===== config.mk =====
export PLATFORM = sky130hd
export DESIGN_NAME = ipx_agen
export DESIGN_NICKNAME = d
export VERILOG_FILES = /design/src/rtl/ipx_pkg.sv /design/src/rtl/ipx_decode.sv /design/src/rtl/ipx_ptr_fmt.sv /design/src/rtl/ipx_seq.sv /design/src/rtl/ipx_agen.sv
export SDC_FILE = /design/constraint.sdc
export NUM_CORES = 1
export LEC_CHECK = 0
export ABC_AREA = 1
export BUFFER_PORTS_ARGS = -buffer_cell sky130_fd_sc_hd__buf_4
export CAP_MARGIN = 20
export CORE_AREA = 2 2 310 189
export CTS_BUF_LIST = sky130_fd_sc_hd__clkbuf_8
export DETAILED_ROUTE_END_ITERATION = 10
export DIE_AREA = 0 0 312 191
export PLACE_DENSITY = 0.56
export SETUP_SLACK_MARGIN = 0.4
export SLEW_MARGIN = 0
export SYNTH_ARGS = -nofsm -noshare
export SYNTH_HDL_FRONTEND = slang
export SYNTH_SLANG_ARGS = --single-unit

===== constraint.sdc =====
create_clock -name clk -period 4.1 [get_ports clk]
set_input_delay 0.82 -clock clk [delete_from_list [all_inputs] [get_ports clk]]
set_output_delay 0.82 -clock clk [all_outputs]
set_load 0.005 [all_outputs]

===== src/rtl/ipx_pkg.sv =====
// Package: shared state encoding and instruction field positions for the
// indirect post-indexed address generator. Assumes the field layout given
// in the brief (opcode split across both halfwords).
package ipx_pkg;
    typedef enum logic [1:0] {
        ST_IDLE  = 2'd0,
        ST_FETCH = 2'd1,
        ST_DONE  = 2'd2
    } ipx_state_e;

    localparam int OPC_W      = 7;
    localparam int OPC_LO_W   = 5;
    localparam int REGSEL_W   = 3;
    localparam int DISP_W     = 11;
    localparam int LO_OPC_MSB = 15;
    localparam int LO_DST_MSB = 10;
    localparam int LO_BAS_MSB = 7;
    localparam int LO_IDX_MSB = 4;
    localparam int HI_OPC_MSB = 15;
endpackage


===== src/rtl/ipx_decode.sv =====
// ipx_decode: pulls the fields out of the two halfwords, reassembles the
// split opcode, masks register contents whose selector is zero and forms
// the pointer-table address. Purely combinational; assumes the caller has
// already read the named registers.
module ipx_decode
    import ipx_pkg::*;
#(
    parameter int XLEN = 64
) (
    input  logic [15:0]          ins_lo,
    input  logic [15:0]          ins_hi,
    input  logic                 wide_mode,
    input  logic [XLEN-1:0]      spad_val,
    input  logic [XLEN-1:0]      idx_val,
    output logic [OPC_W-1:0]     opcode,
    output logic [REGSEL_W-1:0]  dest,
    output logic [XLEN-1:0]      base_eff,
    output logic [XLEN-1:0]      idx_eff,
    output logic [XLEN-1:0]      tbl_addr
);
    localparam int SHIFT_NARROW = 2;
    localparam int SHIFT_WIDE   = 3;

    logic [REGSEL_W-1:0] base_sel;
    logic [REGSEL_W-1:0] idx_sel;
    logic [DISP_W-1:0]   disp;
    logic [XLEN-1:0]     disp_ext;
    logic [XLEN-1:0]     disp_scaled;

    // Field extraction and opcode reassembly (high bits from second halfword).
    always_comb begin
        opcode   = {ins_hi[HI_OPC_MSB -: OPC_W-OPC_LO_W], ins_lo[LO_OPC_MSB -: OPC_LO_W]};
        dest     = ins_lo[LO_DST_MSB -: REGSEL_W];
        base_sel = ins_lo[LO_BAS_MSB -: REGSEL_W];
        idx_sel  = ins_lo[LO_IDX_MSB -: REGSEL_W];
        disp     = ins_hi[DISP_W-1:0];
    end

    // Selector zero stands for a zero operand.
    always_comb begin
        base_eff = (base_sel == '0) ? '0 : spad_val;
        idx_eff  = (idx_sel  == '0) ? '0 : idx_val;
    end

    // Scale displacement by pointer size and add the table base.
    always_comb begin
        disp_ext    = {{(XLEN-DISP_W){1'b0}}, disp};
        disp_scaled = wide_mode ? (disp_ext << SHIFT_WIDE) : (disp_ext << SHIFT_NARROW);
        tbl_addr    = base_eff + disp_scaled;
    end
endmodule


===== src/rtl/ipx_ptr_fmt.sv =====
// ipx_ptr_fmt: turns returned read data into a pointer. In narrow mode
// only the low PTR_NARROW bits are kept and zero-extended. Assumes
// XLEN >= PTR_NARROW.
module ipx_ptr_fmt #(
    parameter int XLEN       = 64,
    parameter int PTR_NARROW = 32
) (
    input  logic            wide,
    input  logic [XLEN-1:0] rdata,
    output logic [XLEN-1:0] ptr
);
    generate
        if (XLEN > PTR_NARROW) begin : g_ext
            // Zero-extend narrow pointer unless the wide mode is active.
            always_comb ptr = wide ? rdata : {{(XLEN-PTR_NARROW){1'b0}}, rdata[PTR_NARROW-1:0]};
        end else begin : g_pass
            // Path already narrow: pass straight through.
            always_comb ptr = rdata;
        end
    endgenerate
endmodule


===== src/rtl/ipx_seq.sv =====
// ipx_seq: control for one instruction at a time. It accepts when idle,
// either finishes a direct form at once or holds a pointer read until the
// data returns, then strobes the result for one cycle. Synchronous
// active-low reset.
module ipx_seq
    import ipx_pkg::*;
#(
    parameter int XLEN = 64
) (
    input  logic                 clk,
    input  logic                 rst_n,
    input  logic                 in_valid,
    output logic                 in_ready,
    input  logic                 wide_mode,
    input  logic                 direct_form,
    input  logic [OPC_W-1:0]     opcode,
    input  logic [REGSEL_W-1:0]  dest,
    input  logic [XLEN-1:0]      base_eff,
    input  logic [XLEN-1:0]      idx_eff,
    input  logic [XLEN-1:0]      tbl_addr,
    output logic                 mem_req,
    output logic [XLEN-1:0]      mem_addr,
    input  logic                 mem_rvalid,
    input  logic [XLEN-1:0]      mem_rdata,
    output logic                 ea_valid,
    output logic [XLEN-1:0]      ea_addr,
    output logic [OPC_W-1:0]     ea_opcode,
    output logic [REGSEL_W-1:0]  ea_dest,
    output logic                 ea_illegal
);
    ipx_state_e          state_q;
    logic [OPC_W-1:0]    op_q;
    logic [REGSEL_W-1:0] dest_q;
    logic [XLEN-1:0]     idx_q;
    logic [XLEN-1:0]     addr_q;
    logic [XLEN-1:0]     ea_q;
    logic                wide_q;
    logic                bad_q;
    logic [XLEN-1:0]     ptr;

    ipx_ptr_fmt #(.XLEN(XLEN), .PTR_NARROW(32)) u_ptr (
        .wide  (wide_q),
        .rdata (mem_rdata),
        .ptr   (ptr)
    );

    // State machine and operand capture.
    always_ff @(posedge clk) begin
        if (!rst_n) begin
            state_q <= ST_IDLE;
            op_q    <= '0;
            dest_q  <= '0;
            idx_q   <= '0;
            addr_q  <= '0;
            ea_q    <= '0;
            wide_q  <= 1'b0;
            bad_q   <= 1'b0;
        end else begin
            case (state_q)
                ST_IDLE: if (in_valid) begin
                    op_q   <= opcode;
                    dest_q <= dest;
                    idx_q  <= idx_eff;
                    wide_q <= wide_mode;
                    if (direct_form) begin
                        ea_q    <= base_eff + idx_eff;
                        bad_q   <= (dest != '0);
                        state_q <= ST_DONE;
                    end else begin
                        addr_q  <= tbl_addr;
                        bad_q   <= 1'b0;
                        state_q <= ST_FETCH;
                    end
                end
                ST_FETCH: if (mem_rvalid) begin
                    ea_q    <= ptr + idx_q;
                    state_q <= ST_DONE;
                end
                ST_DONE:  state_q <= ST_IDLE;
                default:  state_q <= ST_IDLE;
            endcase
        end
    end

    // Output decode from state.
    always_comb begin
        in_ready   = (state_q == ST_IDLE);
        mem_req    = (state_q == ST_FETCH);
        mem_addr   = addr_q;
        ea_valid   = (state_q == ST_DONE) && !bad_q;
        ea_illegal = (state_q == ST_DONE) && bad_q;
        ea_addr    = ea_q;
        ea_opcode  = op_q;
        ea_dest    = dest_q;
    end

    // idle and quiet right after reset.
    p_reset_idle_r1: assert property (@(posedge clk)
        !rst_n |=> (in_ready && !mem_req && !ea_valid && !ea_illegal));

    // request and address held until data returns.
    p_req_hold_r5: assert property (@(posedge clk) disable iff (!rst_n)
        (mem_req && !mem_rvalid) |=> (mem_req && $stable(mem_addr)));

    // request drops once data is taken.
    p_req_drop_r5: assert property (@(posedge clk) disable iff (!rst_n)
        (mem_req && mem_rvalid) |=> !mem_req);

    // result strobes are single-cycle and exclusive.
    p_pulse_r9: assert property (@(posedge clk) disable iff (!rst_n)
        (ea_valid || ea_illegal) |=> !(ea_valid || ea_illegal));
    p_excl_r9: assert property (@(posedge clk) disable iff (!rst_n)
        !(ea_valid && ea_illegal));

    // an accepted direct form never issues a read.
    p_direct_noreq_r8: assert property (@(posedge clk) disable iff (!rst_n)
        (in_ready && in_valid && direct_form) |=> !mem_req);
endmodule


===== src/rtl/ipx_agen.sv =====
// ipx_agen: top of the indirect post-indexed address generator. It ties
// field decode to the control sequencer. Assumes 64-bit register contents
// and a one-instruction-at-a-time caller.
module ipx_agen
    import ipx_pkg::*;
#(
    parameter int XLEN = 64
) (
    input  logic            clk,
    input  logic            rst_n,
    input  logic            in_valid,
    output logic            in_ready,
    input  logic [15:0]     ins_lo,
    input  logic [15:0]     ins_hi,
    input  logic            wide_mode,
    input  logic            direct_form,
    input  logic [XLEN-1:0] spad_val,
    input  logic [XLEN-1:0] idx_val,
    output logic            mem_req,
    output logic [XLEN-1:0] mem_addr,
    input  logic            mem_rvalid,
    input  logic [XLEN-1:0] mem_rdata,
    output logic            ea_valid,
    output logic [XLEN-1:0] ea_addr,
    output logic [6:0]      ea_opcode,
    output logic [2:0]      ea_dest,
    output logic            ea_illegal
);
    logic [OPC_W-1:0]    opcode;
    logic [REGSEL_W-1:0] dest;
    logic [XLEN-1:0]     base_eff;
    logic [XLEN-1:0]     idx_eff;
    logic [XLEN-1:0]     tbl_addr;

    ipx_decode #(.XLEN(XLEN)) u_dec (
        .ins_lo    (ins_lo),
        .ins_hi    (ins_hi),
        .wide_mode (wide_mode),
        .spad_val  (spad_val),
        .idx_val   (idx_val),
        .opcode    (opcode),
        .dest      (dest),
        .base_eff  (base_eff),
        .idx_eff   (idx_eff),
        .tbl_addr  (tbl_addr)
    );

    ipx_seq #(.XLEN(XLEN)) u_seq (
        .clk         (clk),
        .rst_n       (rst_n),
        .in_valid    (in_valid),
        .in_ready    (in_ready),
        .wide_mode   (wide_mode),
        .direct_form (direct_form),
        .opcode      (opcode),
        .dest        (dest),
        .base_eff    (base_eff),
        .idx_eff     (idx_eff),
        .tbl_addr    (tbl_addr),
        .mem_req     (mem_req),
        .mem_addr    (mem_addr),
        .mem_rvalid  (mem_rvalid),
        .mem_rdata   (mem_rdata),
        .ea_valid    (ea_valid),
        .ea_addr     (ea_addr),
        .ea_opcode   (ea_opcode),
        .ea_dest     (ea_dest),
        .ea_illegal  (ea_illegal)
    );
endmodule


==> results of run 1 <==
[kinds of logic (layout without fill, tap and decap cells)]
group                    count (synthesis)  count (layout)  synth area share (%)
other                                    0               1                     0
XOR/XNOR                                45              45                  1.75
flip-flops                             206             206                  18.3
AO/OA/AOI/OAI                          787             787                  19.0
buffers and inverters                  795            1222                  13.8
AND/OR/NAND/NOR                       2043            2043                  40.7
adder cells (fa/ha/maj)                114             114                  6.41
[stage by stage]
step | std cells | hold WS, ns | power [mW]
final | 5188 | 0.417 | 7.59
after global routing | 5187 | 0.402 | 8.04
after CTS | 5187 | 0.383 | 7.57
after detailed placement | 5128 | 0.460 | 5.69
after global placement | 5128 | 0.459 | 5.70
after floorplan | 3990 | 0.462 | 4.28
[flip-flops by register name (all words and copies together) (netlist names)]
name	count
u_seq.ea_addr	64
u_seq.idx_q	64
u_seq.mem_addr	64
u_seq.ea_opcode	7
u_seq.ea_dest	3
u_seq.state_q	2
u_seq.bad_q	1
u_seq.wide_q	1
[synth_stat cells (17+ instances only)]
library cell / instances / share of area [%]
xor2_1: 32 / 1.2
dfxtp_1: 206 / 18
nand2_1: 1015 / 17
clkbuf_1: 70 / 1.2
o21ai_0: 305 / 6.8
nand4_1: 54 / 1.5
o21ai_1: 17 / 0.38
inv_2: 37 / 0.62
nor2_2: 50 / 1.4
nor2_1: 477 / 8.0
a31oi_1: 31 / 0.86
inv_1: 651 / 11
nand2_2: 50 / 1.4
nor3_1: 37 / 0.82
ha_1: 112 / 6.2
nor2_4: 18 / 0.90
a21oi_1: 331 / 7.4
o211ai_1: 27 / 0.90
nand3_1: 227 / 5.1
nand3b_1: 26 / 0.87
[tightest hold or removal path: stages]
cell,delay [ns]
buf_4,0.08
nor2_1,0.03
nor2_1,0.08
[timing repair]
action	4_1_cts	5_1_grt
buffers inserted	0	0
setup endpoints to repair	0	3
resized for setup	0	1
[power breakdown]
| part | switching, mW | internal [mW] | leakage [nW] |
|---|---|---|---|
| combinational | 2.21 | 1.17 | 12.2 |
| sequential | 0.144 | 2.21 | 1.70 |
| clock | 0.984 | 0.875 | 0.364 |
| total | 3.34 | 4.26 | 14.3 |
[path summary, 6_finish.rpt]
kind	to	slack, ns	cells after the start	startpoint
worst max-delay path	u_seq.ea_addr[52]	0.62	15	u_seq.wide_q
worst max register to register	u_seq.ea_addr[52]	0.62	15	u_seq.wide_q
worst min register to register	u_seq.mem_addr[43]	0.47	2	u_seq.mem_addr[43]
worst min-delay path	u_seq.ea_opcode[0]	0.42	3	ins_lo[11]
[cell type report]
type / instances / area [µm²] / share of cell area, %
multi-input cells: 2989 / 15300 / 56.1
flip-flops and latches: 206 / 4130 / 15.2
repair buffers: 469 / 3600 / 13.2
inverters: 694 / 2610 / 9.58
well taps: 770 / 963 / 3.54
clock buffers: 39 / 537 / 1.97
clock inverters: 20 / 97.6 / 0.359
diodes: 1 / 2.50 / 0.00920
[per-layer routing]
metal	share of wire, %	track usage (%)
met1	48	53.3
met2	38	48.0
met3	12	10.9
met4	1.4	5.68
met5	0	0
==> flow_summary.toml, run 1 <==
[floorplan]
die_w_um = 312
dieArea_um2 = 59600
start_util_pct = 39.6
core_area_um2 = 56800
io_pins = 372
core.rowCount = 68
die_h_um = 191

[yosys]
netlist_area_um2 = 22500
syn_nets = 4334
ys_ff_latch = 206
avgSynthCellArea_um2 = 5.64
yosys_warnings = 0
ys_types = 62
async_flop_share_pct = 0
ys.flop_type = "dfxtp_1"
synthCells = 3990
ys_seq_area_share_pct = 18.3
synth_edf_count = 0

[worst_setup_path]
cp_max_fo = 26
worstSetupStartpointType = "register"
path_cells = "buf_12, nand2_1, inv_1, ha_1, nand2_1, nand2_1, a31oi_1, o21ai_0, nor2_1, a21boi_0, nand2_1, o21ai_0, nand3_1, nand2_1, inv_1"
cpMostUsedCell = "nand2_1"
cp.required_ns = 4.65
crit_arrival_ns = 4.03
end_kind = "register"
crit_type = "register to register"
cpLargestDelayFamily = "compound AO/OA/AOI/OAI gates"
cp_slowest_cell = "dfxtp_2"
slowest_delay_ns = 0.51
worst-path-buf-inv = 3

[detailed_routing]
drt-total-wl_mm = 108
drc_errors = 0
vias = 27400
first_iter_violations = 3206
drt-pass1-iter-count = 5
via_per_inst = 5.28
wl_per_cell_um = 20.9
ant_nets = 0

[final_layout]
finish.net_count = 4740
fill_cells = 6347
finish.utilization_pct = 47.9
layout_commonest_cell = "nand2_1"
area_delta_synth_final_pct = 20.9
fin_area_um2 = 27200
layout_common_cells = "nand2_1, inv_1, nor2_1, buf_4, a21oi_1"
final_layout_size_suffix_gt1_share_pct = 16.9

[run]
drv_cap = 0

[run_status]
status = "completed"

[sta]
hold_violations = 0
relSlewSlack_pct = 30.5
fmax_mhz = 287
tns_ns = 0
clock_skew_ns = 0.0247
period_share_pct = 84.9
min_period_ns = 3.48
fin_ws_ns = 0.617
report.final.slew_viol_count = 0
rsz0062_at_grt = "no"
setup_viol = 0
tightestPinTransition_ns = 1.04

[cts]
cts.path.max_buffers = 3
h-tree-depth = 2
cts.hold.buffers_added = 0
clockRootBuffer = "clkbuf_8"
clock_latency_ns = 0.65
cts_buffers = 36
clk_pin_slew_worst_paths_ns = 0.07
cts.sinks = 206
cts_tree = "yes"

[global_routing]
antenna_found_initial = 0
grt_pass1_wl_mm = 155
grt_overflow = 0
grt_pass1_vias = 24100
grt_start_max_net_pins = 107
groute.usage.overall_pct = 35.1

[power]
ir_drop_mv = 0.265
p_per_area_nw_per_um2 = 279
leakage_nw = 14.3

[placed_design]
gp_congestion = 1.08
place_ws_ns = 0.219
dpl_cell_area_um2 = 26600
port-buffer-count = 366
dp_hpwl_mm = 92.5

[worst_hold_path]
hp-class = "input pin to register"
No activity file was read; power rests on OpenSTA's default activity.
==> run 2: changes to the inputs <==
Settings changed: PLACE_DENSITY 0.56 to 0.58.
Clock period 4.1 ns to 3.15 ns, I/O delays scaled along.
==> run 2 against run 1 <==
Against the previous run:
- worst hold slack worse by 0.22 ns
- sequential power is 30% higher
- fmax is 22% higher
- via count is 7.2% higher
- non-clock buffer count is 577 higher
- clock skew hardly changed
- setup slack worse by 0.32 ns
- register-to-register slack worse by 0.32 ns
- die area stayed put
- critical endpoint unchanged
- total power is 52% higher
- wire length is 3.5% higher
- critical path type unchanged
==> flow_summary.toml, run 2 (synthesis results as in run 1) <==
[sta]
min_period_ns = 2.85
setup_viol = 0
tightestPinTransition_ns = 1.10
fmax_mhz = 351
report.final.slew_viol_count = 0
rsz0062_at_grt = "yes"
period_share_pct = 90.5
clock_skew_ns = 0.0245
relSlewSlack_pct = 26.5
hold_slack_ns = 0.201
hold_violations = 0

[power]
p_per_area_nw_per_um2 = 351
leakage_nw = 17.3
ir_drop_mv = 0.383
p_total_mw = 11.5

[worst_setup_path]
path_cells = "buf_12, nand2_1, inv_1, ha_1, nand2_1, buf_4, nor2_1, inv_2, nor2_1, inv_2, nor2_1, nor2_2, a21boi_1, nand2_2, a21oi_1, o21ai_2, nand3_1, nand2_1, inv_1"
end_kind = "register"
cp.required_ns = 3.74
cpLargestDelayFamily = "simple AND/OR/NAND/NOR gates"
slowest_delay_ns = 0.35
cp_slowest_cell = "dfxtp_1"
worstSetupStartpointType = "register"
cp_max_fo = 33
crit_type = "register to register"
crit_arrival_ns = 3.44
worst-path-buf-inv = 6

[global_routing]
grt_overflow = 0
met1_usage_pct = 54.2
grt_pass1_wl_mm = 162
antenna_found_initial = 2
grt_pass1_vias = 26400
grt_start_max_net_pins = 163
use_met3_pct = 10.9
grtUsageMet2_pct = 50.2
top_usage_layer = "met1"
groute.usage.overall_pct = 36.3

[detailed_routing]
ant_nets = 0
drc_errors = 0
first_iter_violations = 3317
wl_per_cell_um = 19.4
via_per_inst = 5.09
drt-total-wl_mm = 112
vias = 29400
drt-pass1-iter-count = 6

[floorplan]
core_area_um2 = 56800
dieArea_um2 = 59600
die_w_um = 312
die_h_um = 191
start_util_pct = 39.6
io_pins = 372
core.rowCount = 68

[worst_hold_path]
hp-class = "input pin to register"

[final_layout]
finish.net_count = 5318
fin_area_um2 = 32800
area_delta_synth_final_pct = 45.7
fill_cells = 5916
seqCellArea_um2 = 4120
final_layout_size_suffix_gt1_share_pct = 30.8
layout_common_cells = "buf_4, nand2_1, inv_1, nor2_1, a21oi_1"
layout_commonest_cell = "buf_4"
final_cell_count_no_fill = 5772
multiInputGateArea_um2 = 16200

[cts]
clock_latency_ns = 0.64
cts.sinks = 206
h-tree-depth = 2
cts.path.max_buffers = 3
cts_tree = "yes"
clockRootBuffer = "clkbuf_8"
cts_buffers = 37
clk_pin_slew_worst_paths_ns = 0.07

[placed_design]
gp_congestion = 1.06
dp_hpwl_mm = 94.4
dp_cells = 5694
port-buffer-count = 366
dpl_cell_area_um2 = 31100

[run_status]
status = "completed"

[run]
drv_cap = 0
run 2: cell count changes in the layout (fill, tap and decap cells not counted), moves of 44 or more:
cell,change
buf_4,+561
nand2_1,-57
nand2_2,+50
nor2_2,+44
nor2_1,-52
run 2: power by group:
| part | switching (mW) | internal [mW] | leakage [nW] |
|---|---|---|---|
| Sequential | 0.182 | 2.87 | 1.70 |
| Clock | 1.39 | 1.58 | 0.437 |
| Combinational | 3.16 | 2.33 | 15.1 |
run 2: what timing repair did:
item | CTS | global route
setup endpoints to repair | 23 | 91
setup buffers | 1 | 10
gates cloned | 0 | 0
pin swaps | 2 | 14
gates resized for setup | 49 | 183
hold buffers | 0 | 0
run 2: worst reg2reg max path: stages, from the launching register on:
cell and delay, ns:
dfxtp_1 0.35, buf_12 0.19, nand2_1 0.11, inv_1 0.06, ha_1 0.24, nand2_1 0.12
buf_4 0.12, nor2_1 0.05, inv_2 0.16, nor2_1 0.07, inv_2 0.15, nor2_1 0.08
nor2_2 0.28, a21boi_1 0.23, nand2_2 0.12, a21oi_1 0.18, o21ai_2 0.09, nand3_1 0.09
nand2_1 0.05, inv_1 0.04
run 2: worst paths after layout:
check | startpoint | cells after the start | end | slack (ns)
max reg2reg | u_seq.wide_q | 19 | u_seq.ea_addr[52] | 0.30
min | ins_lo[13] | 3 | u_seq.ea_opcode[2] | 0.20
min reg2reg | u_seq.mem_addr[43] | 2 | u_seq.mem_addr[43] | 0.47
max | u_seq.wide_q | 19 | u_seq.ea_addr[52] | 0.30
run 2: layer usage:
metal | vias up | part of all wire, %
met4 | 2 | 1.9
met5 | - | 0.17
met3 | 114 | 12
met1 | 13300 | 48
li1 | 14800 | -
met2 | 1221 | 38
run 2: per-stage QoR:
step | util [%] | worst slack (ns) | setup TNS, ns
2_1_floorplan | - | -0.0132 | -0.0132
3_3_place_gp | 54.7 | -0.245 | -7.52
3_5_place_dp | 54.7 | -0.262 | -9.50
4_1_cts | 56.4 | 0.303 | 0
5_1_grt | 57.7 | 0.202 | 0
6_report | 57.7 | 0.299 | 0
run 2: area by class of cell:
type,count,area share (%)
Antenna cell,3,0.0229
Sequential cell,206,12.6
Clock buffer,43,1.81
Tap cell,770,2.94
Multi-Input combinational cell,2989,49.3
Clock inverter,21,0.630
Inverter,694,7.96
Timing Repair Buffer,1046,24.7
